[src/rtl/ctsense_pkg.sv]
package ctsense_pkg;

  typedef enum logic [2:0] {
    ST_IDLE  = 3'd0,
    ST_DISCH = 3'd1,
    ST_PULSE = 3'd2,
    ST_CAPT  = 3'd3,
    ST_FIN   = 3'd4
  } seqState_t;

  // strobes from control to datapath
  typedef struct packed {
    logic loadStart;
    logic decDelay;
    logic incCount;
    logic capture;
    logic timeoutFill;
    logic clearFinished;
  } dpCtrl_t;

  // status from datapath to control
  typedef struct packed {
    logic emptyStart;
    logic delayZero;
    logic atLimit;
    logic eventPending;
    logic captureCompletes;
  } dpStat_t;

endpackage

[src/rtl/ctsense_sync.sv]
module ctsense_sync #(
  parameter int WIDTH = 8
) (
  input  logic             clk,
  input  logic             rstN,
  input  logic [WIDTH-1:0] asyncIn,
  output logic [WIDTH-1:0] syncOut
);
  logic [WIDTH-1:0] stage1;
  logic [WIDTH-1:0] stage2;

  for (genvar g = 0; g < WIDTH; g++) begin : g_bit
    always_ff @(posedge clk) begin
      if (!rstN) begin
        stage1[g] <= 1'b0;
        stage2[g] <= 1'b0;
      end else begin
        stage1[g] <= asyncIn[g];
        stage2[g] <= stage1[g];
      end
    end
  end

  assign syncOut = stage2;
endmodule

[src/rtl/ctsense_datapath.sv]
module ctsense_datapath
  import ctsense_pkg::*;
#(
  parameter int NUM_GROUPS = 8,
  parameter int CNT_W      = 16,
  parameter int DLY_W      = 8
) (
  input  logic                        clk,
  input  logic                        rstN,
  input  dpCtrl_t                     ctrl,
  input  logic [NUM_GROUPS-1:0]       enableMask,
  input  logic [NUM_GROUPS-1:0]       burstOnlyMask,
  input  logic [NUM_GROUPS-1:0]       cmpSync,
  input  logic [CNT_W-1:0]            maxCount,
  input  logic [DLY_W-1:0]            dischargeDelay,
  output dpStat_t                     stat,
  output logic [NUM_GROUPS*CNT_W-1:0] resultFlat
);
  localparam int LIM_W = CNT_W + 1;

  logic [NUM_GROUPS-1:0] compMask;
  logic [NUM_GROUPS-1:0] finished;
  logic [NUM_GROUPS-1:0] capMask;
  logic [NUM_GROUPS-1:0] pendMask;
  logic [LIM_W-1:0]      count;
  logic [LIM_W-1:0]      limit;
  logic [DLY_W-1:0]      delayCnt;
  logic [CNT_W-1:0]      resReg [NUM_GROUPS];

  assign pendMask = compMask & ~finished;
  assign capMask  = pendMask & cmpSync;

  assign stat.emptyStart       = ((enableMask & ~burstOnlyMask) == '0);
  assign stat.delayZero        = (delayCnt == '0);
  assign stat.atLimit          = (count == limit);
  assign stat.eventPending     = (capMask != '0);
  assign stat.captureCompletes = ((finished | capMask) == compMask);

  // burst-wide state
  always_ff @(posedge clk) begin
    if (!rstN) begin
      compMask <= '0;
      finished <= '0;
      count    <= '0;
      limit    <= '0;
      delayCnt <= '0;
    end else begin
      if (ctrl.loadStart) begin
        compMask <= enableMask & ~burstOnlyMask;
        finished <= '0;
        count    <= '0;
        limit    <= LIM_W'(maxCount) + LIM_W'(1);
        delayCnt <= dischargeDelay;
      end else begin
        if (ctrl.decDelay)
          delayCnt <= delayCnt - DLY_W'(1);
        if (ctrl.incCount)
          count <= count + LIM_W'(1);
        if (ctrl.capture)
          finished <= finished | capMask;
        else if (ctrl.clearFinished)
          finished <= '0;
      end
    end
  end

  // per-group result registers
  for (genvar g = 0; g < NUM_GROUPS; g++) begin : g_res
    always_ff @(posedge clk) begin
      if (!rstN)
        resReg[g] <= '0;
      else if ((ctrl.capture && capMask[g]) || (ctrl.timeoutFill && pendMask[g]))
        resReg[g] <= count[CNT_W-1:0];
    end
    assign resultFlat[g*CNT_W +: CNT_W] = resReg[g];
  end

  // only owed groups can be marked captured
  a_r5_finished_in_comp: assert property (@(posedge clk) disable iff (!rstN)
    (finished & ~compMask) == '0);

  // the counter never runs past the timeout compare value
  a_r7_count_bound: assert property (@(posedge clk) disable iff (!rstN)
    count <= limit);

  // results move only on a capture or timeout strobe
  a_r9_results_hold: assert property (@(posedge clk) disable iff (!rstN)
    !(ctrl.capture || ctrl.timeoutFill) |=> $stable(resultFlat));

  // a capture cycle does not advance the count
  a_r8_capture_holds_count: assert property (@(posedge clk) disable iff (!rstN)
    ctrl.capture |=> $stable(count));
endmodule

[src/rtl/ctsense_control.sv]
module ctsense_control
  import ctsense_pkg::*;
(
  input  logic    clk,
  input  logic    rstN,
  input  logic    startReq,
  input  logic    pulseTick,
  input  dpStat_t stat,
  output dpCtrl_t ctrl,
  output logic    dischargeOn,
  output logic    chargePulse,
  output logic    busy,
  output logic    done
);
  seqState_t state;
  seqState_t stateNext;
  logic      emptyHit;
  logic      doneQ;

  always_comb begin
    stateNext   = state;
    ctrl        = '0;
    emptyHit    = 1'b0;
    dischargeOn = 1'b0;
    unique case (state)
      ST_IDLE: begin
        if (startReq) begin
          if (stat.emptyStart) begin
            emptyHit = 1'b1;
          end else begin
            ctrl.loadStart = 1'b1;
            stateNext      = ST_DISCH;
          end
        end
      end
      ST_DISCH: begin
        dischargeOn = 1'b1;
        if (stat.delayZero) stateNext = ST_PULSE;
        else                ctrl.decDelay = 1'b1;
      end
      ST_PULSE: begin
        if (stat.atLimit) begin
          ctrl.timeoutFill = 1'b1;
          stateNext        = ST_FIN;
        end else if (stat.eventPending) begin
          stateNext = ST_CAPT;
        end else if (pulseTick) begin
          ctrl.incCount = 1'b1;
        end
      end
      ST_CAPT: begin
        ctrl.capture = 1'b1;
        stateNext    = stat.captureCompletes ? ST_FIN : ST_PULSE;
      end
      ST_FIN: begin
        dischargeOn        = 1'b1;
        ctrl.clearFinished = 1'b1;
        stateNext          = ST_IDLE;
      end
      default: stateNext = ST_IDLE;
    endcase
  end

  always_ff @(posedge clk) begin
    if (!rstN) begin
      state <= ST_IDLE;
      doneQ <= 1'b0;
    end else begin
      state <= stateNext;
      doneQ <= (state == ST_FIN) || emptyHit;
    end
  end

  assign chargePulse = ctrl.incCount;
  assign busy        = (state != ST_IDLE);
  assign done        = doneQ;

  // the end-of-burst discharge cycle is followed by done and idle
  a_r6_finish_then_done: assert property (@(posedge clk) disable iff (!rstN)
    (state == ST_FIN) |=> (done && !busy));

  // an empty start reports done without becoming busy
  a_r3_empty_start: assert property (@(posedge clk) disable iff (!rstN)
    (!busy && startReq && stat.emptyStart) |=> (done && !busy && !dischargeOn));

  // a start request while busy never restarts the discharge phase
  a_r9_busy_start_ignored: assert property (@(posedge clk) disable iff (!rstN)
    (busy && state != ST_FIN) |=> busy);

  // done is a single-cycle pulse
  a_r6_done_single: assert property (@(posedge clk) disable iff (!rstN)
    done |=> !done || $past(emptyHit));
endmodule

[src/rtl/ctsense_seq.sv]
module ctsense_seq
  import ctsense_pkg::*;
#(
  parameter int NUM_GROUPS = 8,
  parameter int CNT_W      = 16,
  parameter int DLY_W      = 8
) (
  input  logic                        clk,
  input  logic                        rstN,
  input  logic                        startReq,
  input  logic [NUM_GROUPS-1:0]       enableMask,
  input  logic [NUM_GROUPS-1:0]       burstOnlyMask,
  input  logic [NUM_GROUPS-1:0]       cmpIn,
  input  logic                        pulseTick,
  input  logic [CNT_W-1:0]            maxCount,
  input  logic [DLY_W-1:0]            dischargeDelay,
  output logic                        dischargeOn,
  output logic                        chargePulse,
  output logic [NUM_GROUPS*CNT_W-1:0] resultFlat,
  output logic                        busy,
  output logic                        done
);
  logic [NUM_GROUPS-1:0] cmpSync;
  dpCtrl_t               ctrl;
  dpStat_t               stat;

  ctsense_sync #(.WIDTH(NUM_GROUPS)) u_sync (
    .clk     (clk),
    .rstN    (rstN),
    .asyncIn (cmpIn),
    .syncOut (cmpSync)
  );

  ctsense_datapath #(
    .NUM_GROUPS (NUM_GROUPS),
    .CNT_W      (CNT_W),
    .DLY_W      (DLY_W)
  ) u_dp (
    .clk            (clk),
    .rstN           (rstN),
    .ctrl           (ctrl),
    .enableMask     (enableMask),
    .burstOnlyMask  (burstOnlyMask),
    .cmpSync        (cmpSync),
    .maxCount       (maxCount),
    .dischargeDelay (dischargeDelay),
    .stat           (stat),
    .resultFlat     (resultFlat)
  );

  ctsense_control u_ctl (
    .clk         (clk),
    .rstN        (rstN),
    .startReq    (startReq),
    .pulseTick   (pulseTick),
    .stat        (stat),
    .ctrl        (ctrl),
    .dischargeOn (dischargeOn),
    .chargePulse (chargePulse),
    .busy        (busy),
    .done        (done)
  );
endmodule

[config.mk]
export PLATFORM = sky130hd
export DESIGN_NAME = ctsense_seq
export DESIGN_NICKNAME = d
export VERILOG_FILES = /design/src/rtl/ctsense_pkg.sv /design/src/rtl/ctsense_sync.sv /design/src/rtl/ctsense_datapath.sv /design/src/rtl/ctsense_control.sv /design/src/rtl/ctsense_seq.sv
export SDC_FILE = /design/constraint.sdc
export NUM_CORES = 1
export LEC_CHECK = 0
export CAP_MARGIN = 20
export CORE_UTILIZATION = 46
export DETAILED_ROUTE_END_ITERATION = 8
export PLACE_DENSITY = 0.83
export SYNTH_ARGS = -nofsm -noshare
export SYNTH_HDL_FRONTEND = slang
export SYNTH_HIERARCHICAL = 1
export SYNTH_SLANG_ARGS = --single-unit
[constraint.sdc]
create_clock -name clk -period 3.5 [get_ports clk]
set_clock_uncertainty 0.05 [all_clocks]
set_input_delay 0.525 -clock clk [delete_from_list [all_inputs] [get_ports clk]]
set_output_delay 0.525 -clock clk [all_outputs]
set_load 0.1 [all_outputs]
After elaboration in Yosys (flattened, before gate mapping). Memory sizes are Yosys's and may differ from the RTL's. Cells that the tools add are included.

Bits of input ports: 52. Word-level logic and storage cells: 148. Memory bits (writable): 128. Output and inout bits: 132. Memories kept: 1. Register bits after elaboration: 78.

Muxes and demuxes: 61. Add/sub/neg operators: 3. Reductions and logical operators: 35. Bitwise operators: 15. Equal/unequal tests: 10.

Memories: u_dp.resReg (words 8, bits a word 16, rd ports 8, clocked after memory_dff 0, write ports 8, RTL line ctsense_datapath.sv:28) `logic [CNT_W-1:0] resReg [NUM_GROUPS];`.

Operator list (count): 2-to-1 mux 16 bit (8); 2-to-1 mux 1 bit (42); 2-to-1 mux 8 bit (4); bitwise AND 8 bit (3); 2-to-1 mux 3 bit (6); adder 16 x 1 -> 17 bit, second input constant (1); adder 17 x 1 -> 17 bit, second input constant (1); == test 17 bit (1); logical AND 1 bit (16); logical NOT 8 bit (2); inverter 8 bit (2); one-hot mux 3 bit (4 select lines) (1); logical OR 1 bit (9); == test 8 bit (1); OR 1 bit (8); OR 8 bit (1); nonzero test 8 bit (1); subtractor 8 x 1 -> 8 bit, second input constant (1); == test 3 x 2 -> 1 bit, second input constant (2); != test 2 bit, second input constant (3); AND reduction 4 bit (1); nonzero test 2 bit (2); OR reduction 2 bit (2); == test 3 x 1 -> 1 bit, second input constant (1); other kinds (5) (5).

Longest topological paths before layout. Gate-level depths: netlist (run 1).

Depth after elaboration: 9. Depth in mapped cells: 14. Gate-level depth less buffers: 11.

Modules after synthesis. The synthesis (run 1) kept the hierarchy.

By module, submodules not included: ctsense_datapath (cells each 680, instances 1, area each 8082.8 um^2, sequential area each 5004.8 um^2); ctsense_sync (cells each 33, instances 1, area each 446.7 um^2, sequential area each 320.3 um^2); ctsense_control (cells each 32, instances 1, area each 310.3 um^2, sequential area each 80.1 um^2).

Least setup slack after synthesis (run 1). OpenSTA, ideal clock, no wires.

Path kind: flip-flop to flip-flop. Start point: reg u_dp.count[5]. End point: reg u_dp.count[14]. Arrival: 3.567 ns. Data required time: 3.334 ns. Path buffers: 2. Clock period less this slack: 3.733 ns. Library setup time: 0.116 ns. Slack: -0.233 ns. Cell stages (with the launch flop): 14. Cell sequence: dfxtp_1 > clkbuf_1 > xor2_1 > nor4_1 > nand3_1 > nor4_1 > nor2_4 > nand3b_1 > nor3b_2 > buf_4 > nand3_1 > nor4b_4 > a31oi_1 > a41o_1.

RTL lines: from (decl) (RTL line ctsense_datapath.sv:25) `logic [LIM_W-1:0] count;`; from (signal assigned) (RTL line ctsense_datapath.sv:58) `count <= count + LIM_W'(1);`.

==> impl_metrics.tcl, run 1 <==
set metrics [dict create \
    status "complete, no violations" \
    p_per_area_nw_per_um2 529 \
    end_kind "flip-flop" \
    finalCritPeriodShare_pct 90.3 \
    maxSlewViolCount 0 \
    cts_num_sinks 206 \
    slew-limit-headroom_pct 31.1 \
    hp-class "reg -> reg" \
    async_reset_ff_share_pct 0 \
    final_common_cell "clkdlybuf4s50_1" \
    clkTransAtPathRegs_ps 60 \
    ys_ff_latch 206 \
    final_cell_mix "clkdlybuf4s50_1, and2_1, edfxtp_1" \
    max_freq_ghz 0.317 \
    cts_buffers 21 \
    postSynthAreaPerCell_um2 11.9 \
    drtIter0Drc 418 \
    dp.cells 1150 \
    rows 50 \
    cts_tree "done" \
    grt_pass1_wl_um 32900 \
    hold_slack_ps 386 \
    rsz0062_at_grt "false" \
    htreeDepth 1 \
    cts_setup_buffers 0 \
    die_h_um 141 \
    drt_pre_antenna_iters 5 \
    syn_nets 801 \
    hold_violations 0 \
    antenna_found_initial 0 \
    r2r-end "u_dp/resReg[1][36]" \
    port_buffers 183 \
    syn_inst 745 \
    die_w_um 141 \
    wl_per_cell_um 18.0 \
    fill_cells 1426 \
    ant_nets 0 \
    synth_flop_cell "edfxtp_1" \
    root_buffer "clkbuf_16" \
    cp_max_fo 12 \
    fin_nets 996 \
    synth-warning-count 6 \
    worstMarginPinSlew_ps 1030 \
    io_pins 184 \
    grt.total_usage_pct 21.5 \
    ys_types 59 \
    placeableCoreArea_um2 18800 \
    wl_um 21400 \
    grt_pass1_vias 6108 \
    min-delay-start "u_sync/stage1[2]" \
    setup_viol 0 \
    vias 6308 \
    syn_area_um2 8840 \
    peakVddDrop_mv 0.286 \
    leakage_uw 0.00430 \
    fin_util_pct 62.6 \
    layout-drive-gt1-share_pct 11.6 \
    fin_cells 1189 \
    worstSetupPathType "reg -> reg" \
    diodes 0 \
    min_period_ps 3160 \
    area_delta_synth_final_pct 32.9 \
    hold_end "u_sync/syncOut[2]" \
    ctsHoldBuffers 0 \
    remaining_drc_errors 0 \
    layout_setup_ws_ps 341 \
    dpl.hpwl_um 14900 \
    grt_max_degree 59 \
    pre_cts_slack_ps -42.9 \
    r2r_slack_ps 340 \
    synth_seq_area_share_pct 61.1 \
    clock_latency_ps 490 \
    vias_per_cell 5.31 \
    cap_violations 0 \
    cts_resized 0 \
    cp-start-kind "flip-flop" \
    dieArea_um2 19800 \
    grt_overflow 0 \
    place_congestion 0.927 \
    critPathRequiredTime_ps 3800 \
    synth-edff-count 128 \
    start_util_pct 47.1 \
    rr_worst_depth 10 \
    cts_buffer_depth 3 \
    r2r_start "u_dp/count[2]" \
    hold_depth 1 \
    cp_data_arrival_time_ps 3460 \
]
==> Yosys cell counts (all sizes together), types with 12 or more instances <==
cell    number  area share, %
a21oi       32            1.8
and2       148             11
buf         12            1.0
clkbuf      33            1.4
dfxtp       78             18
edfxtp     128             43
inv         24            1.0
nand2       20           0.85
nand2b      23            1.8
nand3       15           0.99
nor2        31            1.4
o21ai       31            1.8
xnor2       25            2.5
xor2        24            2.4
==> metal layers <==
| layer | vias up | part of all wire [%] | global-route usage, % |
|---|---|---|---|
| li1 | 2986 | - | - |
| met1 | 3009 | 42 | 26.8 |
| met2 | 272 | 49 | 38.3 |
| met3 | 41 | 6.4 | 3.02 |
| met4 | 0 | 2.3 | 7.44 |
| met5 | - | 0 | 0 |
==> flip-flops by register name (all words and copies together) (netlist names) <==
name / count
u_dp/limit: 17
u_dp/finished: 8
u_dp/compMask: 8
u_dp/delayCnt: 8
u_sync/stage1: 8
u_dp/resReg: 128
u_sync/syncOut: 8
u_ctl/done: 1
u_ctl/state: 3
u_dp/count: 17
==> power breakdown <==
group | internal [µW] | total, µW | switching, µW | leakage, µW
registers | 2700 | 2800 | 97.1 | 0.00188
clock network | 1360 | 2250 | 887 | 0.000336
logic | 334 | 1170 | 835 | 0.00209
==> per-stage QoR <==
step	power, µW	TNS [ps]	instance area [µm²]
floorplan	3700	0	8850
global placement	4000	0	11000
detailed placement	4010	-74.6	11000
CTS	6260	0	11700
global route	6420	0	11700
finish	6210	0	11700
==> worst max-delay path by stage <==
stage	slack, ps	endpoint	depth (start not counted)	startpoint
floorplan	160	u_dp/count[14]	13	u_dp/count[5]
finish	340	u_dp/resReg[1][36]	10	u_dp/count[2]
detailed placement	-40	u_dp/count[16]	10	enableMask[4]
CTS	300	u_dp/resReg[1][36]	10	u_dp/count[2]
global placement	70	u_dp/count[16]	10	enableMask[4]
global route	160	u_dp/resReg[1][36]	10	u_dp/count[15]
==> critical path, cell delays in order (launching register included) <==
cell and delay, ps:
dfxtp_1 330, xor2_1 150, nor4_1 340, nand3_1 130, nor4_1 580, nor4bb_1 390
buf_4 210, a21oi_1 70, nor3b_2 380, buf_4 240, and2_1 150
==> logic make-up after synthesis <==
group | Yosys count | share of synthesized area [%]
simple gates | 312 | 22.8
mux | 2 | 0.226
fa+ha+maj | 4 | 0.566
xor+xnor | 49 | 4.85
compound gates | 102 | 6.84
flops | 206 | 61.1
buf+inv | 70 | 3.52
==> cell type report <==
class	instances	area, µm²	area share (%)
Tap cell	234	293	2.49
Multi-Input combinational cell	469	3150	26.8
Sequential cell	206	5410	46.0
Timing Repair Buffer	217	2100	17.9
Clock buffer	23	553	4.71
Clock inverter	15	150	1.28
Inverter	25	93.8	0.799
Note: power is estimated with default switching activity, not from simulation.
==> run 2: changes to the inputs <==
Settings changed: CELL_PAD_IN_SITES_DETAIL_PLACEMENT set to 0, CELL_PAD_IN_SITES_GLOBAL_PLACEMENT set to 1, CORE_UTILIZATION 46 to 37, PLACE_DENSITY 0.83 to 0.84.
==> run 2 against run 1 <==
Against the previous run: non-clock buffer count is 2 higher; combinational power about the same; flip-flop and latch count stayed put; via count shrank 3.6%; worst setup slack better by 42 ps; fmax grew 1.3%; cell count grew 7.5%; critical path type is now reg -> out; largest cell class unchanged; highest routed layer unchanged.
==> impl_metrics.tcl, run 2 (synthesized netlist as in run 1, its figures left out) <==
set metrics [dict create \
    worstSetupPathType "reg -> out" \
    hold_violations 0 \
    end_kind "output port" \
    slowest_stage "nor4_1" \
    root_buffer "clkbuf_16" \
    fin_nets 999 \
    largestRegisters "u_dp/resReg: 128 flops, u_dp/count: 17 flops, u_dp/limit: 17 flops" \
    die_w_um 157 \
    cp-start-kind "flip-flop" \
    vias_per_cell 4.76 \
    leakage_uw 0.00432 \
    cts_num_sinks 206 \
    fill_cells 2070 \
    place_congestion 0.831 \
    setup_viol 0 \
    rsz0062_at_grt "false" \
    grt_overflow 0 \
    worstMarginPinSlew_ps 1060 \
    maxSlewViolCount 0 \
    die_h_um 157 \
    layout-drive-gt1-share_pct 11.9 \
    final_common_cell "clkdlybuf4s50_1" \
    finalCritPeriodShare_pct 89.1 \
    status "complete, no violations" \
    largest_reg_flops 128 \
    cp_max_fo 12 \
    clock_latency_ps 500 \
    dieArea_um2 24500 \
    fin_cells 1278 \
    critPathRequiredTime_ps 2920 \
    wl_per_cell_um 16.6 \
    grt_max_degree 46 \
    cp_num_buf_inv 1 \
    wl_um 21200 \
    grt_pass1_wl_um 32900 \
    crit_chain "xor2_1 -> nor3_1 -> nand3_1 -> nor4_1 -> nor2_4 -> nand3b_1 -> nor3b_4 -> buf_12" \
    cts_setup_buffers 0 \
    fin_util_pct 50.6 \
    fin_setup_tns_ps 0 \
    vias 6081 \
    cts_tree "done" \
    dpl.hpwl_um 15100 \
    port_buffers 183 \
    htreeDepth 1 \
    cts_buffers 22 \
    top_register "u_dp/resReg" \
    start_util_pct 37.7 \
    regArea_um2 5410 \
    diodes 0 \
    ant_nets 0 \
    min_period_ps 3120 \
    pre_cts_slack_ps 449 \
    crit_family "simple AND/OR/NAND/NOR gates" \
    slew-limit-headroom_pct 29.4 \
    multi_input_area_um2 3160 \
    grt_pass1_vias 5853 \
    cap_violations 0 \
    peakVddDrop_mv 0.300 \
    remaining_drc_errors 0 \
    hp-class "reg -> reg" \
    final_cell_mix "clkdlybuf4s50_1, and2_1, edfxtp_1" \
    drt_pre_antenna_iters 4 \
    clkTransAtPathRegs_ps 60 \
    io_pins 184 \
    cp_data_arrival_time_ps 2540 \
    p_per_area_nw_per_um2 527 \
    cts_buffer_depth 3 \
    cts_resized 0 \
    drtIter0Drc 326 \
    layout_setup_ws_ps 382 \
    placeableCoreArea_um2 23500 \
    max_freq_ghz 0.321 \
    ctsHoldBuffers 0 \
    slowest_delay_ps 580 \
    area_delta_synth_final_pct 34.3 \
    antenna_found_initial 0 \
    dp.cells 1237 \
    rows 56 \
    grt.total_usage_pct 17.6 \
]
==> run 2: worst register-to-register path, stage by stage, from the launching register on <==
cell and delay [ps]:
dfxtp_1 540, xor2_1 120, nor3_1 200, nand3_1 90, nor4_1 580, nor4bb_1 390, buf_4 220, a21oi_1 80
o21ai_2 160, buf_4 270
==> run 2: final cells by class <==
cell class              instances  area share [%]
clock buffers                  31            5.19
multi-input cells             469            26.6
inverters                      25           0.791
repair buffers                219            17.7
well taps                     319            3.36
clock inverters                 9           0.833
flip-flops and latches        206            45.5
==> run 2: per-stage QoR <==
stage / power, µW / hold slack, ps / cell area, µm²
2_1_floorplan: 3700 / 362 / 8850
3_3_place_gp: 4010 / 374 / 11100
3_5_place_dp: 4020 / 382 / 11100
4_1_cts: 6320 / 390 / 11900
5_1_grt: 6490 / 398 / 11900
6_report: 6250 / 383 / 11900
==> run 2: final timing paths <==
| kind | from | endpoint | slack [ps] | cells past startpoint |
|---|---|---|---|---|
| setup / recovery | u_dp/count[15] | chargePulse | 380 | 8 |
| hold / removal | u_sync/stage1[1] | u_sync/syncOut[1] | 380 | 1 |
| setup reg to reg | u_dp/count[15] | u_dp/resReg[1][24] | 470 | 9 |
| hold reg to reg | u_sync/stage1[1] | u_sync/syncOut[1] | 380 | 1 |
==> run 2: routing by layer <==
layer / routed length, µm / part of all wire, % / global-route usage [%]
met1: 9590 / 45 / 23.1
met2: 10000 / 47 / 29.6
met5: 0 / 0 / 0
met3: 1250 / 5.9 / 2.71
met4: 336 / 1.6 / 5.42
==> run 2: power breakdown <==
| group | total (µW) | internal (µW) | switching (µW) |
|---|---|---|---|
| logic | 1170 | 330 | 837 |
| registers | 2800 | 2700 | 93.3 |
| clock network | 2290 | 1380 | 913 |
| total | 6250 | 4410 | 1840 |
==> run 3: changes to the inputs <==
Settings changed: PLACE_DENSITY 0.84 to not set, PLACE_DENSITY_LB_ADDON set to 0.08.
Clock period 3.5 ns to 2.6 ns, I/O delays scaled along.
==> run 3 against run 2 <==
Against the previous run: utilization increased by 1.4 points; count of clock-buffer cells in the layout down 1; non-clock buffer count up 27; die area is the same; clock power is 45% higher; power grew 39%; sequential power increased by 34%; first-iteration DRC count decreased by 19%; highest routed layer unchanged.
==> impl_metrics.tcl, run 3 (synthesized netlist as in run 1, its figures left out) <==
set metrics [dict create \
    status "complete, no violations" \
    cp_max_fo 8 \
    hold_violations 0 \
    grt.total_usage_pct 18.6 \
    cts_tree "done" \
    fin_setup_tns_ps 0 \
    end_kind "flip-flop" \
    cts_buffer_depth 3 \
    antenna_found_initial 0 \
    hold_end "u_sync/syncOut[2]" \
    grt_overflow 0 \
    worstMarginPinSlew_ps 627 \
    finalCritPeriodShare_pct 100 \
    leakage_uw 0.00472 \
    slowest_stage "dfxtp_2" \
    critPathRequiredTime_ps 2920 \
    layout-drive-gt1-share_pct 30.9 \
    vias_per_cell 4.76 \
    r2r_start "u_dp/limit[5]" \
    cap_violations 0 \
    drt_pre_antenna_iters 4 \
    largestRegisters "u_dp/resReg: 128 flops, u_dp/count: 17 flops, u_dp/limit: 17 flops" \
    rows 56 \
    start_util_pct 37.7 \
    slew-limit-headroom_pct 58.2 \
    fill_cells 2077 \
    r2r-end "u_dp/resReg[0][42]" \
    crit_chain "xor2_1 -> nor4_2 -> nand3_1 -> nor4_4 -> nor4bb_2 -> buf_4 -> buf_6 -> a21oi_4 -> nor3b_2 -> buf_4 -> buf_6 -> and2_4" \
    hold_depth 1 \
    wl_um 22400 \
    cp-start-kind "flip-flop" \
    clkTransAtPathRegs_ps 60 \
    grt_pass1_wl_um 34700 \
    peakVddDrop_mv 0.410 \
    max_freq_ghz 0.385 \
    largest_reg_flops 128 \
    placeableCoreArea_um2 23500 \
    die_w_um 157 \
    dpl.hpwl_um 15900 \
    final_common_cell "buf_4" \
    cts_buffers 23 \
    port_buffers 183 \
    rsz0062_at_grt "true" \
    grt_max_degree 50 \
    p_per_area_nw_per_um2 714 \
    min_period_ps 2600 \
    slowest_delay_ps 330 \
    die_h_um 157 \
    worstSetupPathType "reg -> reg" \
    area_delta_synth_final_pct 38.0 \
    drtIter0Drc 265 \
    fin_util_pct 52.0 \
    setup_viol 0 \
    io_pins 184 \
    vias 6225 \
    r2r_slack_ps 0.9 \
    dieArea_um2 24500 \
    grt_pass1_vias 6131 \
    cp_data_arrival_time_ps 2920 \
    hp-class "reg -> reg" \
    remaining_drc_errors 0 \
    hold_slack_ps 385 \
    fin_nets 1027 \
    min-delay-start "u_sync/stage1[2]" \
    final_cell_mix "buf_4, edfxtp_1, and2_1" \
    ant_nets 0 \
    clock_latency_ps 510 \
    top_register "u_dp/resReg" \
    htreeDepth 1 \
    rr_worst_depth 12 \
    wl_per_cell_um 17.2 \
    cp-startpoint "u_dp/limit[5]" \
    maxSlewViolCount 0 \
    root_buffer "clkbuf_16" \
    diodes 0 \
    place_congestion 0.788 \
    cts_num_sinks 206 \
]
==> run 3: changes by cell type in the layout (fill, tap and decap cells not counted), moves of 5 or more <==
cell and change:
clkbuf_1 -6, and2_1 -11, o21ai_4 +6, buf_4 +134, a21oi_1 -5, buf_12 +10, and2_4 +11, clkdlybuf4s50_1 -129
buf_6 +13
==> run 3: worst max path at each step <==
stage	cells past startpoint	slack, ps	to
2_1_floorplan	13	-500	u_dp/count[14]
3_3_place_gp	10	-100	u_dp/resReg[1][28]
3_5_place_dp	10	-160	u_dp/resReg[0][42]
4_1_cts	8	-170	chargePulse
5_1_grt	12	-200	u_dp/resReg[0][42]
6_report	12	0.9	u_dp/resReg[0][42]
==> run 3: cell type report <==
cell class / count / area, µm² / share of cell area, %
sequential: 206 / 5410 / 44.4
tap: 319 / 399 / 3.27
timing repair buffer: 246 / 2160 / 17.7
clock buffer: 30 / 676 / 5.54
multi-input combinational: 469 / 3340 / 27.4
inverter: 25 / 93.8 / 0.769
clock inverter: 12 / 119 / 0.975
==> run 3: through the flow <==
step	std cells	power (µW)	setup WS (ps)	area, µm²
after floorplan	745	4990	-500	8970
after global placement	1258	5440	-97.9	11200
after detailed placement	1258	5450	-160	11200
after CTS	1308	8790	-171	12200
after global routing	1307	8990	-198	12200
final	1307	8710	0.880	12200
==> run 3: routing by layer <==
metal	routed length (µm)	part of all wire, %	global-route usage, %	vias up
met5	0	0	0	-
met3	993	4.4	2.49	32
met2	10500	47	31.0	172
met4	478	2.1	5.23	0
met1	10500	47	25.4	2974
li1	-	-	-	3047
==> run 3: report_power, final <==
group,internal (µW),leakage (µW),switching (µW)
Clock,2030,0.000386,1280
Combinational,478,0.00246,1160
Sequential,3640,0.00188,118
Total,6150,0.00472,2560
==> run 3: timing repair <==
item | CTS | global route
gates resized for setup | 30 | 13
cloned | 2 | 0
setup buffers | 7 | 0
pin swaps | 15 | 11
hold buffers | 0 | 0
setup endpoints to repair | 257 | 273
endpoints found under the hold margin | 0 | 0
==> run 3: worst max-delay path: cells and delay by family (launching register included) <==
family | cells | cell delay, ps
AOI/OAI and AO/OA | 1 | 40
xor gates and xnor gates | 1 | 160
buffers and inverters | 4 | 560
DFF | 1 | 330
and+or+nand+nor | 6 | 1320
